==> src/rtl/bwc_pkg.sv <==
package bwc_pkg;
  typedef enum logic [1:0] {
    RGN_REG = 2'd0,
    RGN_INT = 2'd1,
    RGN_EXT = 2'd2
  } region_e;
endpackage

==> src/rtl/bwc_decode.sv <==
module bwc_decode
  import bwc_pkg::*;
#(
  parameter int          AW      = 16,
  parameter int          NUM_CS  = 4,
  parameter int unsigned REG_HI  = 'h03FF,
  parameter int unsigned RAM_LO  = 'h0400,
  parameter int unsigned RAM_HI  = 'h3FFF,
  parameter int unsigned ROM_LO  = 'hE000,
  parameter int unsigned ROM_HI  = 'hFFFF,
  parameter int unsigned CS_BASE = 'h4000,
  parameter int unsigned CS_SPAN = 'h2000,
  localparam int CS_W = (NUM_CS > 1) ? $clog2(NUM_CS) : 1
) (
  input  logic [AW-1:0]   addr,
  output region_e         rgn,
  output logic [CS_W-1:0] cs_idx
);
  logic [31:0]       a32;
  logic [NUM_CS-1:0] hit;

  assign a32 = 32'(addr);

  for (genvar g = 0; g < NUM_CS; g++) begin : g_win
    assign hit[g] = (a32 >= CS_BASE + g * CS_SPAN) &&
                    (a32 <  CS_BASE + (g + 1) * CS_SPAN);
  end

  always_comb begin
    if (a32 <= REG_HI)
      rgn = RGN_REG;
    else if ((a32 >= RAM_LO && a32 <= RAM_HI) || (a32 >= ROM_LO && a32 <= ROM_HI))
      rgn = RGN_INT;
    else
      rgn = RGN_EXT;
  end

  // lowest matching window wins; no hit falls back to window 0
  always_comb begin
    cs_idx = '0;
    for (int i = NUM_CS - 1; i >= 0; i--)
      if (hit[i]) cs_idx = CS_W'(i);
  end
endmodule

==> src/rtl/bwc_regs.sv <==
module bwc_regs #(
  parameter int          AW        = 16,
  parameter int          DW        = 8,
  parameter int          NUM_CS    = 4,
  parameter int unsigned CTRL_ADDR = 'h010,
  parameter int unsigned CSW_ADDR  = 'h011,
  parameter int unsigned PROT_ADDR = 'h012,
  parameter int          GLOB_BIT  = 7,
  parameter int          CSW_LSB   = 4,
  parameter int          PROT_BIT  = 1
) (
  input  logic              clk,
  input  logic              rst_n,
  input  logic              wr_en,
  input  logic [AW-1:0]     addr,
  input  logic [DW-1:0]     wdata,
  output logic              glob_wait,
  output logic [NUM_CS-1:0] cs_fast,
  output logic              prot_on,
  output logic [DW-1:0]     rd_val
);
  logic [31:0] a32;
  assign a32 = 32'(addr);

  always_ff @(posedge clk or negedge rst_n) begin
    if (!rst_n) begin
      glob_wait <= 1'b0;
      cs_fast   <= '0;
      prot_on   <= 1'b0;
    end else if (wr_en) begin
      if (a32 == PROT_ADDR) prot_on <= wdata[PROT_BIT];
      if (a32 == CTRL_ADDR && prot_on) glob_wait <= wdata[GLOB_BIT];
      if (a32 == CSW_ADDR) cs_fast <= wdata[CSW_LSB +: NUM_CS];
    end
  end

  always_comb begin
    rd_val = '0;
    if (a32 == CTRL_ADDR) rd_val[GLOB_BIT] = glob_wait;
    if (a32 == CSW_ADDR)  rd_val[CSW_LSB +: NUM_CS] = cs_fast;
    if (a32 == PROT_ADDR) rd_val[PROT_BIT] = prot_on;
  end
endmodule

==> src/rtl/bwc_len.sv <==
module bwc_len
  import bwc_pkg::*;
#(
  parameter int NUM_CS   = 4,
  parameter int LEN_FAST = 1,
  parameter int LEN_WAIT = 2,
  parameter int LEN_REG  = 2,
  parameter int LEN_MUX  = 3,
  localparam int CS_W  = (NUM_CS > 1) ? $clog2(NUM_CS) : 1,
  localparam int LEN_W = $clog2(LEN_MUX + 1)
) (
  input  region_e           rgn,
  input  logic [CS_W-1:0]   cs_idx,
  input  logic              mux,
  input  logic              glob_wait,
  input  logic [NUM_CS-1:0] cs_fast,
  output logic [LEN_W-1:0]  len
);
  always_comb begin
    unique case (rgn)
      RGN_REG: len = LEN_W'(LEN_REG);
      RGN_INT: len = glob_wait ? LEN_W'(LEN_WAIT) : LEN_W'(LEN_FAST);
      default: begin
        if (mux)
          len = LEN_W'(LEN_MUX);
        else if (glob_wait || !cs_fast[cs_idx])
          len = LEN_W'(LEN_WAIT);
        else
          len = LEN_W'(LEN_FAST);
      end
    endcase
  end
endmodule

==> src/rtl/bus_wait_ctrl.sv <==
module bus_wait_ctrl
  import bwc_pkg::*;
#(
  parameter int          AW        = 16,
  parameter int          DW        = 8,
  parameter int          NUM_CS    = 4,
  parameter int unsigned CTRL_ADDR = 'h010,
  parameter int unsigned CSW_ADDR  = 'h011,
  parameter int unsigned PROT_ADDR = 'h012,
  parameter int          LEN_MUX   = 3,
  localparam int CS_W  = (NUM_CS > 1) ? $clog2(NUM_CS) : 1,
  localparam int LEN_W = $clog2(LEN_MUX + 1)
) (
  input  logic          clk,
  input  logic          rst_n,
  input  logic          req_valid,
  output logic          req_ready,
  input  logic [AW-1:0] req_addr,
  input  logic          req_write,
  input  logic [DW-1:0] req_wdata,
  input  logic          req_mux,
  output logic          done,
  output logic [DW-1:0] rd_data
);
  region_e           rgn;
  logic [CS_W-1:0]   cs_idx;
  logic              glob_wait;
  logic [NUM_CS-1:0] cs_fast;
  logic              prot_on;
  logic [DW-1:0]     rd_val;
  logic [LEN_W-1:0]  len;
  logic [LEN_W-1:0]  cnt;
  logic [DW-1:0]     rd_q;
  logic              accept;
  logic              reg_wr;

  bwc_decode #(.AW(AW), .NUM_CS(NUM_CS)) u_decode (
    .addr(req_addr), .rgn(rgn), .cs_idx(cs_idx)
  );

  bwc_regs #(
    .AW(AW), .DW(DW), .NUM_CS(NUM_CS),
    .CTRL_ADDR(CTRL_ADDR), .CSW_ADDR(CSW_ADDR), .PROT_ADDR(PROT_ADDR)
  ) u_regs (
    .clk(clk), .rst_n(rst_n), .wr_en(reg_wr), .addr(req_addr),
    .wdata(req_wdata), .glob_wait(glob_wait), .cs_fast(cs_fast),
    .prot_on(prot_on), .rd_val(rd_val)
  );

  bwc_len #(.NUM_CS(NUM_CS), .LEN_MUX(LEN_MUX)) u_len (
    .rgn(rgn), .cs_idx(cs_idx), .mux(req_mux), .glob_wait(glob_wait),
    .cs_fast(cs_fast), .len(len)
  );

  assign done      = (cnt == LEN_W'(1));
  assign req_ready = (cnt == '0) || done;
  assign accept    = req_valid && req_ready;
  assign reg_wr    = accept && req_write && (rgn == RGN_REG);
  assign rd_data   = done ? rd_q : '0;

  // length is taken from settings before this access's own write lands
  always_ff @(posedge clk or negedge rst_n) begin
    if (!rst_n) begin
      cnt  <= '0;
      rd_q <= '0;
    end else if (accept) begin
      cnt  <= len;
      rd_q <= (!req_write && rgn == RGN_REG) ? rd_val : '0;
    end else if (cnt != '0) begin
      cnt <= cnt - LEN_W'(1);
    end
  end
endmodule

==> config.mk <==
export PLATFORM = sky130hd
export DESIGN_NAME = bus_wait_ctrl
export DESIGN_NICKNAME = d
export VERILOG_FILES = /design/src/rtl/bwc_pkg.sv /design/src/rtl/bwc_decode.sv /design/src/rtl/bwc_regs.sv /design/src/rtl/bwc_len.sv /design/src/rtl/bus_wait_ctrl.sv
export SDC_FILE = /design/constraint.sdc
export NUM_CORES = 1
export LEC_CHECK = 0
export BUFFER_PORTS_ARGS = -buffer_cell sky130_fd_sc_hd__buf_2
export CAP_MARGIN = 15
export CORE_MARGIN = 2
export CORE_UTILIZATION = 49
export DETAILED_ROUTE_END_ITERATION = 7
export PLACE_DENSITY = 0.91
export SLEW_MARGIN = 10
export SYNTH_ARGS = -nofsm -noshare
export SYNTH_HDL_FRONTEND = slang
export SYNTH_SLANG_ARGS = --single-unit
==> constraint.sdc <==
create_clock -name clk -period 4.7 [get_ports clk]
set_input_delay 0 -clock clk [delete_from_list [all_inputs] [get_ports clk]]
set_output_delay 0 -clock clk [all_outputs]
set_load 0.005 [all_outputs]
[Word-level counts from Yosys, hierarchy flattened]
Index checks and enable logic that the tools add are counted.
Operators by class
  $add $sub $neg: 1
  equal/unequal tests: 5
  order comparisons: 14
  mux-type cells: 19
  reductions and logical operators: 23
Operator list (count)
  16-bit by 5-bit == test with 1-bit output (second input constant): 3
  16-bit >= comparator (second input constant): 3
  16-bit < comparator (second input constant): 3
  16-bit by 15-bit >= comparator with 1-bit output (second input constant): 2
  2-bit 2-to-1 mux: 11
  16-bit by 11-bit >= comparator with 1-bit output (second input constant): 1
  16-bit by 10-bit less-or-equal comparator with 1-bit output (second input constant): 1
  16-bit by 14-bit less-or-equal comparator with 1-bit output (second input constant): 1
  16-bit less-or-equal comparator (second input constant): 1
  16-bit by 15-bit < comparator with 1-bit output (second input constant): 1
  8-bit 2-to-1 mux: 2
  1-bit logical AND: 11
  2-bit AND reduction: 3
  2-bit by 1-bit == test with 1-bit output (second input constant): 2
  2-bit logical NOT: 2
  4-bit 2-to-1 mux: 1
  2-bit one-hot mux with 2 select lines: 1
  2-bit nonzero test: 2
  1-bit logical OR: 3
  2-bit by 3-bit < comparator with 1-bit output (second input constant): 1
  1-bit 2-to-1 mux: 3
  1-bit binary-select mux with 2-bit select: 1
  1-bit logical NOT: 2
  2-bit by 1-bit subtractor with 2-bit output (second input constant): 1
Storage, ports and cells
  output and inout bits: 10
  bits in registers: 16
  logic and storage cells: 67
  input bits: 29

[Logic depth before layout (Yosys ltp)]
  word-level depth: 14
  gate-level depth with buffers: 8
  gate-level depth less buffers: 6

[Cells and area by module]
A second synthesis with hierarchy kept.
Second synthesis, totals
  cells, all modules: 117
  area, all modules: 1108.6 um^2
Modules (own cells, without submodules)
  bus_wait_ctrl: sequential area each 250.2 um^2, instances 1, cells each 61, area an instance 546.8 um^2
  bwc_regs: sequential area each 150.1 um^2, instances 1, cells each 39, area an instance 445.4 um^2
  bwc_len: sequential area each 0.0 um^2, instances 1, cells each 10, area an instance 66.3 um^2
  bwc_decode: sequential area each 0.0 um^2, instances 1, cells each 7, area an instance 50.0 um^2

[Least setup slack after synthesis]
No wires, ideal clock.
  kind: register to register
  start: reg cnt[1]
  end: reg u_regs.cs_fast[0]
  slack: 2.929 ns
  data required time: 4.573 ns
  stages on the path, launching flop included: 9
  arrival time: 1.643 ns
  clock period less this slack: 1.771 ns
  buffers on the path: 2
  library setup time: 0.127 ns
  cell sequence: dfrtp_1 > inv_1 > ha_1 > clkbuf_1 > o211ai_2 > nor2_1 > and3_1 > buf_2 > mux2_1
On the way
  word-level cells in the longest chain between the ends: 6
  elaborated cells between the ends (all ways): 7
  those cells by class: eq/ne: 1; reduce/logical: 6
RTL lines
  start, declared: line bus_wait_ctrl.sv:32  | logic [LEN_W-1:0] cnt;
  start signal, assigned: line bus_wait_ctrl.sv:67  | cnt <= len;
  start signal, assigned: line bus_wait_ctrl.sv:70  | cnt <= cnt - LEN_W'(1);
  2-bit by 1-bit == test with 1-bit output: line bus_wait_ctrl.sv:55  | assign done = (cnt == LEN_W'(1));
  via done: line bus_wait_ctrl.sv:22  | output logic done,
  1-bit logical OR: line bus_wait_ctrl.sv:56  | assign req_ready = (cnt == '0) || done;
  1-bit logical AND: line bus_wait_ctrl.sv:57  | assign accept = req_valid && req_ready;
  1-bit logical AND (2 in a row): line bus_wait_ctrl.sv:58  | assign reg_wr = accept && req_write && (rgn == RGN_REG);
  2-bit AND reduction (no line)
  end signal, assigned: line bwc_regs.sv:33  | if (a32 == CSW_ADDR) cs_fast <= wdata[CSW_LSB +: NUM_CS];
  end, declared: line bwc_regs.sv:18  | output logic [NUM_CS-1:0] cs_fast,
The timed path passes the listed nets, and every way through them passes these cells.
A chain may end at the register's enable or synchronous reset.

[Worst setup path in the final report]
  start: reg cnt[1]
  end: reg cnt[1]
On the way
  word-level cells in the longest chain between the ends: 4
  elaborated cells between the ends (all ways): 9
  those cells by class: add/sub: 1; eq/ne: 1; mux: 2; reduce/logical: 5
RTL lines
  parallel branches: the longest is 4 deep, another holds 2-bit by 1-bit subtractor with 2-bit output
Parallel ways; which one is timed is not known. The select of a mux whose other input is x is not followed.

==> results.toml <==
[status]
status = "completed"

[synthesis]
synth_enable_flop_cells = 0
netlist_top_cells_area = "dfrtp_1 (37%), mux2_1 (7.8%), nand2_1 (4.7%)"
synth_cells = 94
synth.most_common_cell = "dfrtp_1"
synth_top_area_cell = "dfrtp_1"
syn_area_per_cell_sq_um = 9.25
yosysSeqAreaShare_pct = 37.4
async_flop_share_pct = 100
synth_common_cells = "dfrtp_1 (13), nand2_1 (11), mux2_1 (6), and2_1 (5), o21ai_1 (5)"
synth-main-ff-cell = "dfrtp_1"
synth_warnings = 0
synth.ff_latch_count = 13
yosys.cell_types.count = 41
syn_area_sq_um = 870
yosysTopAreaCellShare_pct = 37.4

[timing]
layout_min_cycle_time_ps = 1840
rsz0062_at_grt = "no"
fin_setup_tns_ps = 0
skew_ps = 9.37
tightest_slew_ps = 586
finalHoldViolations = 0
period_share_pct = 39.2
slew_headroom_pct = 60.7
finalSetupViolCount = 0
max_freq_ghz = 0.542
final_max_slew_viol_count = 0

[route]
drc = 0
ant_nets = 0
drtIter0Drc = 10
vias_per_cell = 5.42
vias = 808
dr.pass1.iters = 4
drt-total-wl_um = 2020
wl_per_cell_um = 13.6

[critical_path]
crit_type = "reg2reg"
worst-endpoint-required_ps = 4920
critPathMaxFanout = 10
cp-start-kind = "flop"
crit_buf_inv = 1
slowest_delay_ps = 520
cp-end-kind = "flop"
cp_slowest_cell = "o21ai_1"
cpLargestDelayFamily = "compound AO/OA/AOI/OAI gates"
cp_cell_sequence = "inv_1 -> ha_1 -> o21ai_1 -> a21boi_0 -> o22ai_1 -> a21oi_1"
critical_path_arrival_ps = 2060

[cts]
clock_latency_ps = 290
clock-sinks = 13
cts_root_buf = "clkbuf_4"
postCtsSetupRepairBufs = 0
cts_made_buffers = 3
htreeDepth = 1
clock_path_buffers = 2
ctsHoldBuffers = 6
cts_tree = "done"
cts_resized = 0
cts.clk_slew.worst_paths_ps = 90

[final_layout]
fillCellCount = 149
syn_to_final_growth_pct = 27.8
num_antenna_cells = 0
nets = 164
layout-drive-gt1-share_pct = 32.6
utilization_pct = 65.8
stdcell_count = 149

[floorplan]
rows = 15
core_sq_um = 1690
io_pins = 39
fp.dieW_um = 46.1
die_h_um = 46.1
start_util_pct = 51.5
dieArea_sq_um = 2130

[power]
p_sw_share_pct = 36.2
p_leak_uw = 0.000556
power.density_nw_per_um2 = 294
irDropWorstVdd_mv = 0.182
pwr-share-comb_pct = 39.1
p_switching_uw = 118
p_int_uw = 209
clkPwrFrac_pct = 22.3
sequentialPowerShare_pct = 38.7

[global_routing]
grt_overflow_total = 0
grt_first_pass_wirelength_um = 3280
grt_use_total_pct = 22.5
grt_pass1_vias = 770
grt_max_degree = 14
antenna_found_initial = 0

[placed_design]
hpwlAfterDp_um = 1530
numPlacedInstances = 139
gp_congestion = 0.834
port_buffers = 32

[worst_hold_path]
hp-class = "in2reg"

[job]
drv_cap = 0
==> layout by cell type, fill, tap and decap left out, types with 2 or more instances in the layout <==
cell,count
buf_2,32
dfrtp_1,13
nand2_1,11
mux2_1,6
dlygate4sd3_1,6
and2_1,5
o21ai_1,5
inv_1,3
nor2_1,3
nor3_1,3
a21oi_1,3
nand3_1,3
conb_1,3
clkbuf_4,3
or2_2,2
nand2b_1,2
and3b_1,2
o21ai_0,2
ha_1,2
==> worst register-to-register path: stages (launching register included) <==
cell,delay [ps]
dfrtp_1,360
inv_1,60
ha_1,290
o21ai_1,530
a21boi_0,320
o22ai_1,100
a21oi_1,120
==> layer usage <==
layer	GRT usage, %	wire length (um)
met1	24.7	827
met2	39.7	1060
met3	2.75	90
met4	15.4	40
met5	0	0
==> cell families (layout without fill, tap and decap cells) <==
| logic type | count (synthesis) | after routing | synth area share [%] |
|---|---|---|---|
| compound gates | 17 | 17 | 12.2 |
| xor+xnor | 1 | 1 | 1.01 |
| fa+ha+maj | 2 | 2 | 2.88 |
| buf+inv | 9 | 45 | 5.32 |
| flops | 13 | 13 | 37.4 |
| mux | 7 | 7 | 8.92 |
| other cells | 1 | 3 | 0.431 |
| simple gates | 44 | 44 | 31.8 |
==> path summary, 6_finish.rpt <==
| kind | start | to | slack, ps | cells past startpoint |
|---|---|---|---|---|
| setup reg to reg | cnt[1] | cnt[1] | 2860 | 6 |
| setup / recovery | cnt[1] | cnt[1] | 2860 | 6 |
| hold reg to reg | rd_q[7] | rd_q[7] | 490 | 2 |
| hold / removal | req_mux | cnt[1] | 6 | 3 |
| max in group asynchronous | rst_n | u_regs.cs_fast[0] | 4350 | 2 |
| min in group asynchronous | rst_n | cnt[1] | 120 | 2 |
==> registers in the layout (all words and copies together) (netlist names) <==
register          flops
rd_q                  5
u_regs.cs_fast        4
cnt                   2
u_regs.glob_wait      1
u_regs.prot_on        1
==> through the flow <==
stage	worst slack (ps)	power [uW]	cell area (sq um)	hold slack (ps)
final	2860	327	1110	5.87
after detailed placement	2880	252	1020	-94.6
after floorplan	2930	213	877	-296
after CTS	2850	329	1110	2.53
after global routing	2670	353	1110	19.7
after global placement	2910	248	1020	-106
==> cell type report <==
class                      count  area, sq um  share of cell area [%]
inverter                       3         11.3                    1.01
tap                           17         21.3                    1.91
multi-input combinational     74          505                    45.5
clock buffer                   3         22.5                    2.03
sequential                    13          325                    29.3
timing repair buffer          38          220                    19.8
clock inverter                 1         5.00                   0.450
==> power groups by stage <==
stage	clock (uW)	sequential, uW	combinational (uW)
after floorplan	0	127	86.2
after global placement	0	128	120
after detailed placement	0	129	123
after CTS	73.9	127	128
after global routing	78.8	128	146
final	72.8	127	128
Power figures use the tool's default switching activity.
